==> src/rtl/btac_cache.sv <==
module btac_cache #(
  parameter int ENTRIES = 16,
  parameter int AW      = 32,
  parameter int PIDW    = 8
) (
  input  logic            clk,
  input  logic            rst_n,
  input  logic            en,
  input  logic            flush_all,
  input  logic            flush_one,
  input  logic [AW-1:0]   flush_addr,
  input  logic [PIDW-1:0] pid,
  input  logic [AW-1:0]   lk_addr,
  output logic            lk_hit,
  output logic            lk_taken,
  output logic [AW-1:0]   lk_target,
  input  logic            al_valid,
  input  logic [AW-1:0]   al_addr,
  input  logic [AW-1:0]   al_target,
  input  logic            al_taken,
  input  logic            up_valid,
  input  logic [AW-1:0]   up_addr,
  input  logic [AW-1:0]   up_target,
  input  logic            up_taken
);
  localparam int TW = AW - 2;
  localparam int IW = (ENTRIES > 1) ? $clog2(ENTRIES) : 1;

  logic [ENTRIES-1:0] vld;
  logic [TW-1:0]      tag [ENTRIES];
  logic [AW-1:0]      tgt [ENTRIES];
  logic [1:0]         ctr [ENTRIES];
  logic [IW-1:0]      rr;
  logic [PIDW-1:0]    pid_q;

  logic [ENTRIES-1:0] lk_m, al_m, up_m, fl_m;
  logic [IW-1:0]      lk_i, al_mi, up_i, free_i, al_i;

  for (genvar i = 0; i < ENTRIES; i++) begin : g_cmp
    assign lk_m[i] = vld[i] && tag[i] == lk_addr[AW-1:2];
    assign al_m[i] = vld[i] && tag[i] == al_addr[AW-1:2];
    assign up_m[i] = vld[i] && tag[i] == up_addr[AW-1:2];
    assign fl_m[i] = vld[i] && tag[i] == flush_addr[AW-1:2];
  end

  always_comb begin
    lk_i = '0; al_mi = '0; up_i = '0; free_i = '0;
    for (int i = ENTRIES - 1; i >= 0; i--) begin
      if (lk_m[i]) lk_i   = IW'(i);
      if (al_m[i]) al_mi  = IW'(i);
      if (up_m[i]) up_i   = IW'(i);
      if (!vld[i]) free_i = IW'(i);
    end
  end

  wire gflush  = flush_all || (pid != pid_q);
  wire al_new  = al_valid && !(|al_m);
  wire repl    = al_new && (&vld);
  wire up_hit  = up_valid && (|up_m);
  assign al_i  = (|al_m) ? al_mi : (repl ? rr : free_i);

  assign lk_hit    = en && (|lk_m);
  assign lk_taken  = lk_hit && ctr[lk_i][1];
  assign lk_target = lk_hit ? tgt[lk_i] : '0;

  always_ff @(posedge clk or negedge rst_n) begin
    if (!rst_n) begin
      vld   <= '0;
      rr    <= '0;
      pid_q <= '0;
      for (int i = 0; i < ENTRIES; i++) begin
        tag[i] <= '0;
        tgt[i] <= '0;
        ctr[i] <= 2'd0;
      end
    end else begin
      pid_q <= pid;
      if (gflush) begin
        vld <= '0;
      end else begin
        if (up_hit) begin
          if (up_taken) begin
            ctr[up_i] <= (ctr[up_i] == 2'd3) ? 2'd3 : ctr[up_i] + 2'd1;
            tgt[up_i] <= up_target;
          end else begin
            ctr[up_i] <= (ctr[up_i] == 2'd0) ? 2'd0 : ctr[up_i] - 2'd1;
          end
        end
        if (al_valid) begin
          vld[al_i] <= 1'b1;
          tag[al_i] <= al_addr[AW-1:2];
          tgt[al_i] <= al_target;
          ctr[al_i] <= al_taken ? 2'd2 : 2'd1;
          if (repl) rr <= (rr == IW'(ENTRIES - 1)) ? '0 : rr + 1'b1;
        end
        if (flush_one)
          for (int i = 0; i < ENTRIES; i++)
            if (fl_m[i]) vld[i] <= 1'b0;
      end
    end
  end

  AST_ONE_MATCH: assert property (@(posedge clk) disable iff (!rst_n)
    $onehot0(lk_m));
  AST_NO_HIT_OFF: assert property (@(posedge clk) disable iff (!rst_n)
    !en |-> !lk_hit);
  AST_FLUSH_ALL: assert property (@(posedge clk) disable iff (!rst_n)
    flush_all |=> (vld == '0));
  AST_PID_FLUSH: assert property (@(posedge clk) disable iff (!rst_n)
    (pid != pid_q) |=> (vld == '0));
  AST_ALLOC_GROWS: assert property (@(posedge clk) disable iff (!rst_n)
    (al_new && !(&vld) && !flush_one && !gflush)
      |=> $countones(vld) == $past($countones(vld)) + 1);
  AST_UPD_KEEPS: assert property (@(posedge clk) disable iff (!rst_n)
    (up_valid && !al_valid && !flush_one && !gflush)
      |=> $countones(vld) == $past($countones(vld)));
endmodule

==> config.mk <==
export PLATFORM = sky130hd
export DESIGN_NAME = btac_cache
export DESIGN_NICKNAME = d
export VERILOG_FILES = /design/src/rtl/btac_cache.sv
export SDC_FILE = /design/constraint.sdc
export NUM_CORES = 2
export LEC_CHECK = 0
export ABC_AREA = 0
export BUFFER_PORTS_ARGS = -buffer_cell sky130_fd_sc_hd__buf_2
export CAP_MARGIN = 20
export CORE_ASPECT_RATIO = 1.1
export CORE_MARGIN = 3
export CORE_UTILIZATION = 60
export CTS_CLUSTER_SIZE = 24
export DETAILED_ROUTE_END_ITERATION = 10
export PLACE_DENSITY_LB_ADDON = 0.05
export SETUP_SLACK_MARGIN = 0.02
export SYNTH_ARGS = -nofsm -noshare
export SYNTH_HDL_FRONTEND = slang
export SYNTH_SLANG_ARGS = --single-unit
==> constraint.sdc <==
create_clock -name clk -period 10.2 [get_ports clk]
set_clock_uncertainty 0.15 [all_clocks]
set_input_delay 1.02 -clock clk [delete_from_list [all_inputs] [get_ports clk]]
set_output_delay 1.02 -clock clk [all_outputs]
set_load 0.02 [all_outputs]
; Word level (Yosys, flattened, before mapping)
; Cells that the tools add are included.
[totals]
inputBits = 209
elab_cells = 339
out_inout_bits = 34
regBits = 1052
[classes]
order_cmp = 7
muxes = 125
addsub = 3
reduce_logical = 81
bitwise = 5
eq_ne = 67
[op_table]
columns = cell, n
row1 = 2-to-1 mux 512 bit, 4
row2 = equality test 30 bit, 64
row3 = bitwise mux 512 bit, 2
row4 = bitwise mux 480 bit, 1
row5 = 2-to-1 mux 32 bit, 9
row6 = 2-to-1 mux 4 bit, 67
row7 = demux 32 bit (select 4 bit), 2
row8 = binary-select mux 32 bit (select 4 bit), 1
row9 = demux 30 bit (select 4 bit), 1
row10 = bitwise mux 32 bit, 3
row11 = logical AND 1 bit, 72
row12 = 2-to-1 mux 16 bit, 3
row13 = OR reduction 16 bit, 3
row14 = 2-to-1 mux 30 bit, 1
row15 = 2-to-1 mux 2 bit, 9
row16 = 2-to-1 mux 1 bit, 17
row17 = binary-select mux 2 bit (select 4 bit), 2
row18 = demux 2 bit (select 4 bit), 2
row19 = bitwise OR 16 bit, 1
row20 = AND reduction 16 bit, 1
row21 = greater-or-equal comparator 5 bit (second input constant), 3
row22 = inverter 4 -> 5 bit, 3
row23 = < comparator 5 x 1 -> 1 bit (second input constant), 2
row24 = inequality test 8 bit, 1
row25 = other kinds (14), 14

; Logic depth before layout (Yosys ltp)
[logic_depth]
ltp_word = 30
depth_mapped = 17
ltp_nobuf = 12

; Worst setup path before layout
; OpenSTA, ideal clock, no wires.
[synth_timing]
kind = input to output
startpoint = input lk_addr[26]
endpoint = output lk_target[17]
arrival_ns = 4.410
required_time_ns = 9.030
slack_ns = 4.620
stages = 15
n_path_buf = 5
path_cell_list = clkbuf_1 -> buf_1 -> xnor2_1 -> or3b_2 -> nor4_1 -> nand4_1 -> and2_0 -> a222oi_1 -> clkbuf_1 -> buf_2 -> buf_2 -> mux2i_1 -> o22ai_1 -> nor2_1 -> a21oi_1
[synth_between]
elab_chain_cells = 23
elab_cells_between_ends = 55
cone_classes = 16 x eq/ne / 20 x mux / 1 x bitwise / 18 x reduce/logical
[synth_lines]
columns = element, line
row1 = from (decl), 13  ; input logic [AW-1:0] lk_addr,
row2 = equality test 30 bit, 40  ; assign lk_m[i] = vld[i] && tag[i] == lk_addr[AW-1:2];
row3 = logical AND 1 bit, 40
row4 = 2-to-1 mux 4 bit (16 in series), 49  ; if (lk_m[i]) lk_i = IW'(i);
row5 = inverter 4 -> 5 bit (not written as such), 64  ; assign lk_target = lk_hit ? tgt[lk_i] : '0;
row6 = binary-select mux 32 bit (select 4 bit), 64
row7 = 2-to-1 mux 32 bit (not written as such) (2 in series), 64
row8 = 2-to-1 mux 32 bit *, 64
row9 = to (decl), 16  ; output logic [AW-1:0] lk_target,
; Every way passes the cells marked *; elsewhere a longest branch is shown, timed or not. The select of a mux whose other input is x is not followed.

; Final worst setup path
[layout_timing]
startpoint = input lk_addr[6]
endpoint = output lk_target[29]
; Same word-level chain as after synthesis.

==> impl_summary.md <==
Outcome
The flow ran to the end, and the final reports show no timing, DRC or antenna violations.

Route
The detailed-route wire length per cell is 41.2 µm. The DRC violations left is 0. The final layout contains routed wiring with a total length of 371000 µm. Across all layers, the routed design uses 70100 vias. The first routing iteration left 12100 violations. Before antenna repair, the detailed router went through 9 iterations.

Using the TritonRoute via totals, the vias-per-cell ratio works out to 7.77. The detail route stage leaves a number of antenna-violating nets equal to 0.

Synth
For this run, the number of Yosys warnings is 0. The instance count of the mapped netlist is 7945. The share of the synthesized area in the top cell type is 0.346. The number of storage elements in the synthesis netlist is 1052. In this run, synthesis inferred 0 flip-flops with an integrated enable.

Of all cell types, the one taking the most synthesized area is sky130_fd_sc_hd__dfrtp_1. Of the synthesized area, sequential elements account for 0.346. The share of synthesized registers carrying an async set or reset is 1.00. The prevailing post-synth register cell is sky130_fd_sc_hd__dfrtp_1. By area the synthesized netlist is led by sky130_fd_sc_hd__dfrtp_1 (35%), sky130_fd_sc_hd__xnor2_1 (16%), sky130_fd_sc_hd__mux2_2 (6.6%).

The combined area of all synthesized cells is 76100 µm². The synthesized area per cell is 9.58 µm². The synthesized netlist net count is 8155. The number of library cell types mapped by synthesis is 87.

Placement
The number of buffer cells added on primary ports is 234. The count of placed standard cells including taps is 8789. The final HPWL from detailed placement is 230000 µm. Routability-driven placement finished with a final weighted congestion of 1.15.

Clock tree
The number of buffers inserted by hold repair at cts is 0. In this run the deepest clock path goes through 3 buffers. Gates resized during post-CTS repair numbered 0. The number of buffers created by CTS is 114. Clock-pin slew was measured on the worst setup and hold paths at 0.06 ns. At the later pin of the worst-skew pair, clock insertion delay measures 0.79 ns. The CTS H-tree depth is 3. The CTS tree is done. The tree built by TritonCTS fans out to 1052 sinks. The master cell of the clock root buffer is sky130_fd_sc_hd__clkbuf_16.

Buffers added to address setup during post-CTS repair amount to 0.

Worst setup path
In this design, the largest share of critical-path delay is due to compound AO/OA/AOI/OAI gates. The largest fanout on the critical path is 31. The category of the critical setup timing path is in2out.

The largest stage delay on the critical path is 0.86 ns. The startpoint type of the worst setup path is a primary input. The worst register-to-register path begins at tag[97]. The worst setup path is captured at an output pin. For flop-to-flop paths, the worst setup slack is 3.36 ns. The critical path buffer and inverter count is 5. In this run the worst setup path begins at lk_addr[6]. The required time at the worst-slack endpoint is 9.03 ns.

The reg-to-reg endpoint is tag[203]. In this design, the critical path's most frequently occurring cell is sky130_fd_sc_hd__buf_4. Measured in cells, the most critical reg-to-reg path has a length of 14. Data arrives at the worst endpoint at 7.50 ns.

The cell with the largest stage delay on the worst path is sky130_fd_sc_hd__a2111oi_0. The signal on the critical path passes through buf_2 -> buf_4 -> xnor2_1 -> nand4_1 -> a2111o_1 -> a2111oi_0 -> o21ai_1 -> a32oi_1 -> o21ai_0 -> a222oi_1 -> buf_4 -> buf_4 -> mux2i_1 -> o32ai_1 -> nor2_1 -> a21oi_1 -> buf_2.

Timing
The ratio of final minimum period to clock period is 0.850. The number of max-slew violations in the final report is 0. The hold violation count in the final report is 0. The sum of negative setup slack is 0 ns. The post-layout minimum cycle time is 8.67 ns.

For this run, the top clock speed supported by timing is 115 MHz. The worst slew slack as a fraction of its limit is 0.0724. Setup repair after global routing left no endpoint under its margin. The actual slew at the worst max-slew pin is 1.39 ns.

Setup violations remaining at the end of the flow were counted as 0.

Pwr
In this run the static leakage power is 31.6 nW. The design draws 10.3 mW. The maximum ir drop on the vdd rail is 0.156 mV. The power per standard cell area is 128 nW/µm².

Cells and area
The number of non-filler instances in the completed layout is 9018. The area growth from synthesis to layout is 5.69%. The net count of the finished layout is 7460. Of the cells placed in the final design, the portion with a size suffix greater than 1 is 0.173.

Worst hold path
The worst min-delay path class is in2async.

GRT
The number of antenna violations at the first check in global routing is 29. For this run the aggregate overflow at the end of global routing stands at 0. The global-route usage over all layers is 0.547.

The via count of the first global-routing pass came to 67100. The pin count of the biggest net entering global routing is 225. The first global-routing pass estimated 514000 µm of wire.

Floorplan
The area of the core region is 125000 µm². The floorplan has 136 rows. The starting utilization of the core area is 0.607. The die width is 346 µm. The die covers 131000 µm².

243 I/O pins were placed. The vertical die dimension is 380 µm.

Run
Max-cap violations in this run came to 0.
-- sequential cells by signal (all words and copies together), names as in the netlist --
register  count
ctr          32
rr            4
pid_q         8
tag         480
vld          16
tgt         512
-- how the worst max path moves through the flow --
| stage | to | slack (ns) | depth (start not counted) |
|---|---|---|---|
| final | lk_target[29] | 1.53 | 17 |
| after global routing | lk_target[29] | 1.73 | 17 |
| after CTS | lk_target[29] | 1.85 | 17 |
| after detailed placement | lk_target[29] | 1.88 | 17 |
| after global placement | lk_target[29] | 1.94 | 17 |
| after floorplan | lk_target[17] | 4.62 | 15 |
-- cells in the final DEF, fill, tap and decap left out, types with 196 or more instances in the layout --
| cell type | synthesis | final |
|---|---|---|
| sky130_fd_sc_hd__a21oi_1 | 207 | 196 |
| sky130_fd_sc_hd__a2bb2oi_1 | 448 | 448 |
| sky130_fd_sc_hd__buf_2 | 245 | 233 |
| sky130_fd_sc_hd__buf_4 | 70 | 238 |
| sky130_fd_sc_hd__dfrtp_1 | 1052 | 1052 |
| sky130_fd_sc_hd__mux2_2 | 444 | 444 |
| sky130_fd_sc_hd__mux2i_1 | 270 | 270 |
| sky130_fd_sc_hd__nand4_1 | 559 | 559 |
| sky130_fd_sc_hd__nor4_1 | 274 | 273 |
| sky130_fd_sc_hd__o22ai_1 | 616 | 616 |
| sky130_fd_sc_hd__xnor2_1 | 1378 | 1378 |
| sky130_fd_sc_hd__xor2_1 | 546 | 546 |
-- cells in the mapped netlist, types with 136 or more instances --
library cell                number
sky130_fd_sc_hd__xnor2_1      1378
sky130_fd_sc_hd__dfrtp_1      1052
sky130_fd_sc_hd__clkbuf_1      736
sky130_fd_sc_hd__xor2_1        546
sky130_fd_sc_hd__nand4_1       559
sky130_fd_sc_hd__buf_1         193
sky130_fd_sc_hd__mux2i_1       270
sky130_fd_sc_hd__buf_2         245
sky130_fd_sc_hd__mux2_2        444
sky130_fd_sc_hd__nor4_1        274
sky130_fd_sc_hd__nor2_1        136
sky130_fd_sc_hd__a2bb2oi_1     448
sky130_fd_sc_hd__o22ai_1       616
sky130_fd_sc_hd__a21oi_1       207
-- power breakdown --
part	switching, mW	internal [mW]
Combinational	0.999	0.361
Sequential	0.0236	4.19
Clock	1.98	2.73
Total	3.00	7.28
-- through the flow --
stage                     area (µm²)  hold WS [ns]   util  setup WS [ns]
final                          80400        0.0712  0.641           1.53
after CTS                      80400         0.122  0.641           1.85
after global placement         76100         0.346  0.607           1.94
after global routing           80400         0.147  0.641           1.73
after detailed placement       76200         0.357  0.607           1.88
after floorplan                76100         0.318      -           4.62
-- routing by layer --
| metal | vias up | GRT usage | wire (µm) |
|---|---|---|---|
| met2 | 6660 | 0.741 | 145000 |
| met5 | - | 0.00668 | 260 |
| met3 | 2306 | 0.235 | 56700 |
| met4 | 24 | 0.487 | 42900 |
| met1 | 34000 | 0.653 | 126000 |
| li1 | 27100 | - | - |
-- layout make-up --
| class | count | area (µm²) |
|---|---|---|
| inverter | 37 | 139 |
| tap | 1656 | 2070 |
| clock buffer | 154 | 3280 |
| multi-input combinational | 5562 | 44500 |
| antenna | 15 | 37.5 |
| timing repair buffer | 483 | 3180 |
| fill | 10300 | 45000 |
| sequential | 1052 | 26300 |
| clock inverter | 59 | 926 |
-- kinds of logic (layout without fill, tap and decap cells) --
kind of cell,after synthesis,after routing,synth area share
flops,1052,1052,0.346
xor+xnor,1934,1934,0.224
compound gates,1474,1474,0.138
mux,754,754,0.107
other cells,0,15,0
buf+inv,1331,733,0.0761
fa+ha+maj,3,3,0.000460
simple gates,1397,1397,0.109
No activity file was read; power rests on OpenSTA's default activity.
